$ cat config.mk
export PLATFORM = sky130hd
export DESIGN_NAME = tmr_pipe_top
export DESIGN_NICKNAME = d
export VERILOG_FILES = /design/src/rtl/tmr_pkg.sv /design/src/rtl/tmr_lane_stage.sv /design/src/rtl/tmr_fault_inject.sv /design/src/rtl/tmr_voter.sv /design/src/rtl/tmr_pipe_top.sv
export SDC_FILE = /design/constraint.sdc
export NUM_CORES = 2
export LEC_CHECK = 0
export CAP_MARGIN = 20
export CORE_MARGIN = 2
export CORE_UTILIZATION = 58
export CTS_CLUSTER_SIZE = 8
export DETAILED_ROUTE_END_ITERATION = 6
export DONT_BUFFER_PORTS = 1
export GPL_TIMING_DRIVEN = 0
export PLACE_DENSITY_LB_ADDON = 0.12
export SLEW_MARGIN = 20
export SYNTH_ARGS = -nofsm -noshare
export SYNTH_HDL_FRONTEND = slang
export SYNTH_HIERARCHICAL = 1
export SYNTH_SLANG_ARGS = --single-unit
$ cat constraint.sdc
create_clock -name clk -period 4.4 [get_ports clk]
set_input_delay 0.66 -clock clk [delete_from_list [all_inputs] [get_ports clk]]
set_output_delay 0.66 -clock clk [all_outputs]
set_load 0.02 [all_outputs]
$ cat src/rtl/tmr_pkg.sv
package tmr_pkg;
  localparam int unsigned LANES = 3;
  localparam int unsigned LANE_CODE_W = 2;

  typedef enum logic [1:0] {
    ODD_NONE = 2'd0,
    ODD_L0   = 2'd1,
    ODD_L1   = 2'd2,
    ODD_L2   = 2'd3
  } odd_lane_e;
endpackage

$ cat src/rtl/tmr_lane_stage.sv
module tmr_lane_stage #(
  parameter int unsigned WIDTH     = 26,
  parameter int unsigned STAGE_IDX = 0
) (
  input  logic             clk,
  input  logic             rst,
  input  logic             adv,
  input  logic             d_valid,
  input  logic [WIDTH-1:0] d_word,
  output logic             q_valid,
  output logic [WIDTH-1:0] q_word
);
  localparam logic [WIDTH-1:0] ADD_K = WIDTH'(3 * STAGE_IDX + 1);

  logic [WIDTH-1:0] rot_word;
  logic [WIDTH-1:0] fn_word;

  // placeholder stage function: rotate left by one, then add a stage constant
  assign rot_word = {d_word[WIDTH-2:0], d_word[WIDTH-1]};
  assign fn_word  = rot_word + ADD_K;

  always_ff @(posedge clk) begin
    if (rst) begin
      q_valid <= 1'b0;
      q_word  <= '0;
    end else if (adv) begin
      q_valid <= d_valid;
      q_word  <= fn_word;
    end
  end
endmodule

$ cat src/rtl/tmr_fault_inject.sv
module tmr_fault_inject #(
  parameter int unsigned WIDTH     = 26,
  parameter int unsigned NINJ      = 2,
  parameter int unsigned STAGE_IDX = 0,
  parameter int unsigned LANE_IDX  = 0
) (
  input  logic [NINJ-1:0]       flt_en,
  input  logic [3*NINJ-1:0]     flt_stage,
  input  logic [2*NINJ-1:0]     flt_lane,
  input  logic [WIDTH*NINJ-1:0] flt_mask,
  output logic [WIDTH-1:0]      mask_out
);
  localparam logic [2:0] MY_STAGE = 3'(STAGE_IDX);
  localparam logic [1:0] MY_LANE  = 2'(LANE_IDX);

  logic [WIDTH-1:0] slot_mask [NINJ];

  for (genvar k = 0; k < NINJ; k++) begin : g_slot
    logic hit;
    assign hit = flt_en[k]
               && (flt_stage[3*k +: 3] == MY_STAGE)
               && (flt_lane[2*k +: 2] == MY_LANE);
    assign slot_mask[k] = hit ? flt_mask[WIDTH*k +: WIDTH] : '0;
  end

  always_comb begin
    mask_out = '0;
    for (int k = 0; k < NINJ; k++) mask_out = mask_out | slot_mask[k];
  end
endmodule

$ cat src/rtl/tmr_voter.sv
module tmr_voter #(
  parameter int unsigned WIDTH = 26
) (
  input  logic             va,
  input  logic             vb,
  input  logic             vc,
  input  logic [WIDTH-1:0] da,
  input  logic [WIDTH-1:0] db,
  input  logic [WIDTH-1:0] dc,
  output logic             v_vote,
  output logic [WIDTH-1:0] d_vote,
  output logic             disagree,
  output tmr_pkg::odd_lane_e odd
);
  import tmr_pkg::*;

  logic diff_a, diff_b, diff_c;

  assign d_vote = (da & db) | (db & dc) | (da & dc);
  assign v_vote = (va & vb) | (vb & vc) | (va & vc);

  assign diff_a = (da != d_vote);
  assign diff_b = (db != d_vote);
  assign diff_c = (dc != d_vote);

  always_comb begin
    if (diff_a)      odd = ODD_L0;
    else if (diff_b) odd = ODD_L1;
    else if (diff_c) odd = ODD_L2;
    else             odd = ODD_NONE;
  end

  assign disagree = diff_a | diff_b | diff_c;
endmodule

$ cat src/rtl/tmr_pipe_top.sv
module tmr_pipe_top #(
  parameter int unsigned WIDTH  = 26,
  parameter int unsigned STAGES = 7,
  parameter int unsigned NINJ   = 2
) (
  input  logic                    clk,
  input  logic                    rst,
  input  logic                    in_valid,
  output logic                    in_ready,
  input  logic [WIDTH-1:0]        in_data,
  output logic                    out_valid,
  input  logic                    out_ready,
  output logic [WIDTH-1:0]        out_data,
  output logic [STAGES-1:0]       stg_mismatch,
  output logic [2*STAGES-1:0]     stg_odd_lane,
  input  logic [NINJ-1:0]         flt_en,
  input  logic [3*NINJ-1:0]       flt_stage,
  input  logic [2*NINJ-1:0]       flt_lane,
  input  logic [WIDTH*NINJ-1:0]   flt_mask
);
  import tmr_pkg::*;

  localparam int unsigned LAST = STAGES - 1;

  logic             lane_v   [STAGES][LANES];
  logic [WIDTH-1:0] lane_q   [STAGES][LANES];
  logic [WIDTH-1:0] lane_o   [STAGES][LANES];
  logic [WIDTH-1:0] inj_mask [STAGES][LANES];
  logic             vote_v   [STAGES];
  logic [WIDTH-1:0] vote_d   [STAGES];
  logic             disagree [STAGES];
  odd_lane_e        odd      [STAGES];
  logic             adv;

  // whole-pipe advance: last stage empty or consumer taking it
  assign adv      = !vote_v[LAST] || out_ready;
  assign in_ready = adv;

  for (genvar s = 0; s < STAGES; s++) begin : g_stage
    logic             src_v;
    logic [WIDTH-1:0] src_d;

    if (s == 0) begin : g_head
      assign src_v = in_valid;
      assign src_d = in_data;
    end else begin : g_body
      assign src_v = vote_v[s-1];
      assign src_d = vote_d[s-1];
    end

    for (genvar l = 0; l < LANES; l++) begin : g_lane
      tmr_lane_stage #(
        .WIDTH    (WIDTH),
        .STAGE_IDX(s)
      ) u_reg (
        .clk    (clk),
        .rst    (rst),
        .adv    (adv),
        .d_valid(src_v),
        .d_word (src_d),
        .q_valid(lane_v[s][l]),
        .q_word (lane_q[s][l])
      );

      tmr_fault_inject #(
        .WIDTH    (WIDTH),
        .NINJ     (NINJ),
        .STAGE_IDX(s),
        .LANE_IDX (l)
      ) u_inj (
        .flt_en   (flt_en),
        .flt_stage(flt_stage),
        .flt_lane (flt_lane),
        .flt_mask (flt_mask),
        .mask_out (inj_mask[s][l])
      );

      assign lane_o[s][l] = lane_q[s][l] ^ inj_mask[s][l];
    end

    tmr_voter #(
      .WIDTH(WIDTH)
    ) u_vote (
      .va      (lane_v[s][0]),
      .vb      (lane_v[s][1]),
      .vc      (lane_v[s][2]),
      .da      (lane_o[s][0]),
      .db      (lane_o[s][1]),
      .dc      (lane_o[s][2]),
      .v_vote  (vote_v[s]),
      .d_vote  (vote_d[s]),
      .disagree(disagree[s]),
      .odd     (odd[s])
    );

    assign stg_mismatch[s]       = vote_v[s] && disagree[s];
    assign stg_odd_lane[2*s +: 2] = stg_mismatch[s] ? odd[s] : ODD_NONE;
  end

  assign out_valid = vote_v[LAST];
  assign out_data  = vote_d[LAST];
endmodule

# ---- After elaboration in Yosys (flattened, before gate mapping)
# Index checks and enable logic that the tools add are counted.
dict set report totals {
  reg_bits 189
  in_bits 94
  out_inout_bits 49
}
dict set report classes {
  n_addsub 7
  n_eq_ne 37
  mux 70
  n_bitwise 91
  reduce_logical 69
}
# cell n
set ops {}
lappend ops {{$mux W26} 42}
lappend ops {{$or A26 B26 Y26} 35}
lappend ops {{$and A26 B26 Y26} 21}
lappend ops {{$ne A26 B26 Y1} 21}
lappend ops {{$xor A26 B26 Y26} 21}
lappend ops {{$logic_and A1 B1 Y1} 63}
lappend ops {{$mux W2} 28}
lappend ops {{$add A26 B3 Y26 const B} 2}
lappend ops {{$add A26 B4 Y26 const B} 2}
lappend ops {{$add A26 B5 Y26 const B} 2}
lappend ops {{$add A26 B1 Y26 const B} 1}
lappend ops {{$eq A3 B3 Y1 const B} 6}
lappend ops {{$or A1 B1 Y1} 14}
lappend ops {{$eq A3 B2 Y1 const B} 4}
lappend ops {{$eq A3 B1 Y1 const B} 2}
lappend ops {{$logic_not A3 Y1} 2}
lappend ops {{$eq A2 B1 Y1 const B} 2}
lappend ops {{$eq A2 B2 Y1 const B} 2}
lappend ops {{$logic_not A2 Y1} 2}
lappend ops {{$logic_not A1 Y1} 1}
lappend ops {{$logic_or A1 B1 Y1} 1}

# ---- Longest topological paths before layout
dict set report depth {
  word_depth 14
  mapped_depth 15
  mapped_depth_nobuf 12
}

# ---- By module
# Netlist, hierarchy kept.
# mod n_inst cells_per_inst area_per_inst_um2 seq_area_each_um2
set modules_own_cells {}
lappend modules_own_cells {tmr_voter 7 278 1671.6 0.0}
lappend modules_own_cells {tmr_pipe_top 1 568 4921.0 0.0}
lappend modules_own_cells {{tmr_lane_stage (g_stage[3].g_lane[0].u_reg ...)} 3 164 1442.6 540.5}
lappend modules_own_cells {{tmr_lane_stage (g_stage[2].g_lane[0].u_reg ...)} 3 167 1435.1 540.5}
lappend modules_own_cells {{tmr_lane_stage (g_stage[4].g_lane[0].u_reg ...)} 3 163 1432.6 540.5}
lappend modules_own_cells {{tmr_lane_stage (g_stage[0].g_lane[0].u_reg ...)} 3 166 1425.1 540.5}
lappend modules_own_cells {{tmr_lane_stage (g_stage[1].g_lane[0].u_reg ...)} 3 160 1355.0 540.5}
lappend modules_own_cells {{tmr_lane_stage (g_stage[5].g_lane[0].u_reg ...)} 3 152 1336.3 540.5}
lappend modules_own_cells {{tmr_lane_stage (g_stage[6].g_lane[0].u_reg ...)} 2 174 1465.2 540.5}
lappend modules_own_cells {{tmr_fault_inject (g_stage[1].g_lane[1].u_inj ...)} 4 34 379.1 0.0}
lappend modules_own_cells {{tmr_lane_stage (g_stage[6].g_lane[2].u_reg)} 1 166 1442.6 540.5}
lappend modules_own_cells {{tmr_fault_inject (g_stage[5].g_lane[1].u_inj ...)} 4 35 360.3 0.0}
lappend modules_own_cells {{tmr_fault_inject (g_stage[1].g_lane[0].u_inj ...)} 2 34 391.6 0.0}
lappend modules_own_cells {{tmr_fault_inject (g_stage[0].g_lane[1].u_inj ...)} 2 34 364.1 0.0}
lappend modules_own_cells {{+6 rows} n/a n/a n/a n/a}

# ---- Least setup slack after synthesis
# OpenSTA, ideal clock, no wires.
dict set report synth_timing {
  path_kind {input -> register}
  from {input flt_stage[1]}
  to {register g_stage[1].g_lane[0].u_reg.q_word[21]}
  setup_ns 0.091
  t_arrival_ns 4.318
  setup_slack_ns -0.009
  stages 12
  path_buffers 2
  cell_sequence {or4b_1 > nor3b_4 > buf_6 > a22o_2 > xor2_1 > nor2_1 > nor2_1 > nand4_2 > or3_1 > buf_2 > or4_1 > a311oi_1}
}
# item line_no
set synth_lines {}
lappend synth_lines {{start, declared} tmr_pipe_top.sv:17} ;# input logic [3*NINJ-1:0] flt_stage,
lappend synth_lines {{end signal, assigned} tmr_lane_stage.sv:28} ;# q_word <= fn_word;
lappend synth_lines {{end, declared} tmr_lane_stage.sv:11} ;# output logic [WIDTH-1:0] q_word

==> metrics.md <==
| Metric | Value |
|---|---|
| Fin crit period | ~4.6 ns |
| Max_cap viols | 0 |
| Hold Vio Cnt, Final | 0 |
| Multi-input logic area | ~0.044 sq mm |
| Hold-fix buffers at CTS | 0 |
| Power density over the cells | 226 mW/mm^2 |
| Slew of the pin with the lowest slew margin | between 1 and 1.5 ns |
| Critical Path Max Stage Delay | 0.54 ns |
| Endpoints failing setup | 18 |
| Layout cells sized above 1 | a little over a fifth |
| CP cell instances | or4b_4 -> nor3b_4 -> buf_12 -> buf_8 -> a22o_2 -> xor2_1 -> nor2_1 -> nor2b_1 -> o22ai_2 -> or4_4 -> nor4_4 -> a21boi_2 -> and3_4 |
| Via/cell ratio | ~7.2 |
| CP required | roughly 3.7 ns |
| Worst-path maximum fanout | 21 |
| Die Span Y | 309 um |
| Num CTS Buffers | a little over 80 |
| DRT antenna net count | 0 |
| Pin count of the biggest net entering global routing | 23 |
| Met3 GRT Util | roughly 13% |
| Port-buffer cells | 0 |
| Clk buf depth | 3 |
| Post-synthesis sequential area ratio | about a fifth |
| Detail Placement HPWL | between 150,000 and 200,000 um |
| Top cell type's share of synthesized area | about a fifth |
| Clock power share | 42.4% |
| Clock insertion delay at the later pin of the skew report | about 0.68 ns |
| I/O pin total | about 140 |
| Peak Freq | 0.217 GHz |
| Ys async rst share | 0% |
| Main synth FF type | dfxtp_1 |
| Peak VDD IR | approximately 0.00033 V |
| Die W | between 300 and 400 um |
| Number of H-tree levels | 3 |
| Gpl congestion | approximately 1.0 |
| Layout overhead on the synthesized area | 18.2% |
| Synthesized cell area | between 0.05 and 0.06 sq mm |
| Violations in the final reports | negative setup slack |
| Clk_skew | between 0.03 and 0.04 ns |
| Global routing usage on met2 | a little under 70% |
| Syn_area_per_cell | between 8 and 9 sq um |
| Final WL | roughly 240,000 um |
| Combinational power share | a little under a fifth |
| YS warnings | 6 |
| Area contributors post-synth | dfxtp_1 21%, xor2_1 11%, a22o_2 7.4%, nor2_1 6.7%, mux2i_1 4.4% |
| Switching fraction of total power | around 31% |
| CTS tree | yes |
| Worst hold path class | in -> reg |
| CTS Sinks | between 500 and 600 |
| Buf+Inv Stages, Crit Path | 2 |
| P_sw | about 4.5 mW |
| Worst-path cell with the longest stage delay | or4b_4 |
| Met1 Use GR | 63.3% |
| Vias post-DR | 58.4k |
| CP endpoint kind | output pin |
| Num rows | 111 |
| Synth cell types | 85 |
| Gr busiest metal | met2 |
| Commonest cells after routing, fill and taps aside | 898 x nor2_1, 567 x dfxtp_1, 387 x xor2_1 |
| Total Neg Setup Slack | -0.860 ns |
| Core area | 0.0919 sq mm |
| Post-synth EDFFs | 0 |
| Startpoint types | primary input |
| Final WS setup | -0.211 ns |
| Fin crit share | 105% |
| Overall Global Routing Usage | 47.2% |
| Sequential Power Share | slightly below 40% |
| DRT iter0 DRCs | roughly 9.0k |
| First-pass GRT wire length | 336,000 um |
| Most common cell after layout, fill and taps aside | nor2_1 |
| P_leak | between 20 and 25 nW |
| Biggest area consumer among synthesized cells | dfxtp_1 |
| RSZ-0062 raised after global routing | yes |
| P_int | around 10 mW |
| Number of global-route vias before repair | around 50k |
| WHS | 0.0890 ns |
| WL per Instance | a little under 30 um |
| Total Nets Final | 7,009 |
| Critical path class | in -> out |
| # fillers | 7,627 |
| Fin. max-slew vios | 0 |
| Mapped Nets | around 6.8k |
| Status | finished, violations left |
| DRC viols | 0 |
| Gr ovfl total | 0 |
| Starting Density | between 50% and 60% |
| Cells after synthesis | between 6k and 7k |
| Reg area | between 0.01 and 0.015 sq mm |
| Worst slew margin | between 10% and 20% |
| CTS Root Cell | clkbuf_16 |
| Flops & latches, synth | between 500 and 600 |
| Drt first pass iters | 6 |
| Cell family with most CP delay | simple AND/OR/NAND/NOR gates |
| Layout Cells excl Fill | 8,164 |
| Antenna violations before repair | 6 |
| Die area | between 0.09 and 0.1 sq mm |
| Util after Layout | 69.3% |
| Placed cells | 7,918 |
| Worst EP arrival | approximately 4 ns |
| Clock transition at path regs | about 0.05 ns |
what timing repair did:
action,4_1_cts,5_1_grt
resized for setup,256,357
setup buffers,92,41
setup endpoints to repair,48,82
pin swaps,67,108
gates cloned,0,1
per-stage QoR:
stage | area (sq um) | power (mW) | setup slack (ns)
detailed placement | 55700 | 7.92 | -0.935
global route | 63700 | 14.8 | -0.236
global placement | 55500 | 7.87 | -1.06
floorplan | 53900 | 7.22 | 0.00380
CTS | 60700 | 14.1 | -0.0441
finish | 63700 | 14.4 | -0.211
state kept, by name, summed over array words and instances (netlist names):
signal	flops
g_stage.g_lane.u_reg/q_word	546
g_stage.g_lane.u_reg/q_valid	21
worst reg2reg max path, stage by stage, from the launching register on:
cell      delay (ns)
dfxtp_1         0.36
xor2_1          0.55
a21oi_1         0.19
nor2_1          0.84
ha_1            0.37
o311a_1         0.33
nand3_2         0.22
or4_1           0.54
a311oi_1        0.31
final cells by class:
cell class / instances / share of cell area [%]
multi-input combinational: 5686 / 69.8
sequential: 567 / 17.8
timing repair buffer: 140 / 2.26
tap: 1243 / 2.44
buffer: 328 / 3.47
antenna: 11 / 0.0432
clock buffer: 92 / 3.44
inverter: 88 / 0.518
clock inverter: 9 / 0.202
cell families after synthesis:
family / synth area share, %
AO/OA/AOI/OAI: 26.9
AND/OR/NAND/NOR: 29.9
flip-flops: 21.0
XOR/XNOR: 12.6
adder cells (fa/ha/maj): 0.617
multiplexers: 4.36
buffers and inverters: 4.58
cell usage after synthesis, types with 23 or more instances:
library cell  number
nor2_1           958
xor2_1           686
dfxtp_1          567
a22o_2           397
nand2_1          274
a211oi_1         257
nand2b_1         249
a311oi_1         238
mux2i_1          235
o21ai_0          224
a21oi_1          188
a22o_1           162
clkbuf_1         154
nand4_1          148
nand3_1          137
nor2b_1          129
or3_1            129
or4_1            112
o31ai_1          109
nand3b_1          91
buf_6             90
nor4_1            89
xnor2_1           89
inv_1             88
o22ai_1           77
and3_1            60
nor3_1            59
o21ai_1           51
and4_1            42
o21a_1            42
o2111ai_1         29
buf_1             28
nor3b_1           28
and2_1            25
buf_2             25
a2111oi_0         24
nor3b_4           23
worst paths after layout:
| kind | start | endpoint | slack (ns) | cells past startpoint |
|---|---|---|---|---|
| max | flt_stage[4] | stg_odd_lane[1] | -0.21 | 13 |
| min | in_data[25] | g_stage[0].g_lane[2].u_reg/q_word[0] | 0.09 | 1 |
| max reg2reg | g_stage[3].g_lane[0].u_reg/q_word[0] | g_stage[4].g_lane[0].u_reg/q_word[22] | 0.59 | 8 |
| min reg2reg | g_stage[6].g_lane[2].u_reg/q_word[1] | g_stage[6].g_lane[2].u_reg/q_word[1] | 0.49 | 2 |
power groups by stage:
| stage | clock network [mW] | logic (mW) | registers (mW) |
|---|---|---|---|
| 4_1_cts | 6.12 | 2.49 | 5.51 |
| 3_5_place_dp | 0 | 2.33 | 5.59 |
| 3_3_place_gp | 0 | 2.28 | 5.59 |
| 2_1_floorplan | 0 | 1.72 | 5.50 |
| 5_1_grt | 6.31 | 2.92 | 5.55 |
| 6_report | 6.12 | 2.76 | 5.55 |
layer usage:
layer	part of all wire (%)	routed length [um]
met1	39	92600
met2	41	97500
met3	13	31300
met4	7.0	16800
met5	0	0
No activity file was read; power rests on OpenSTA's default activity.
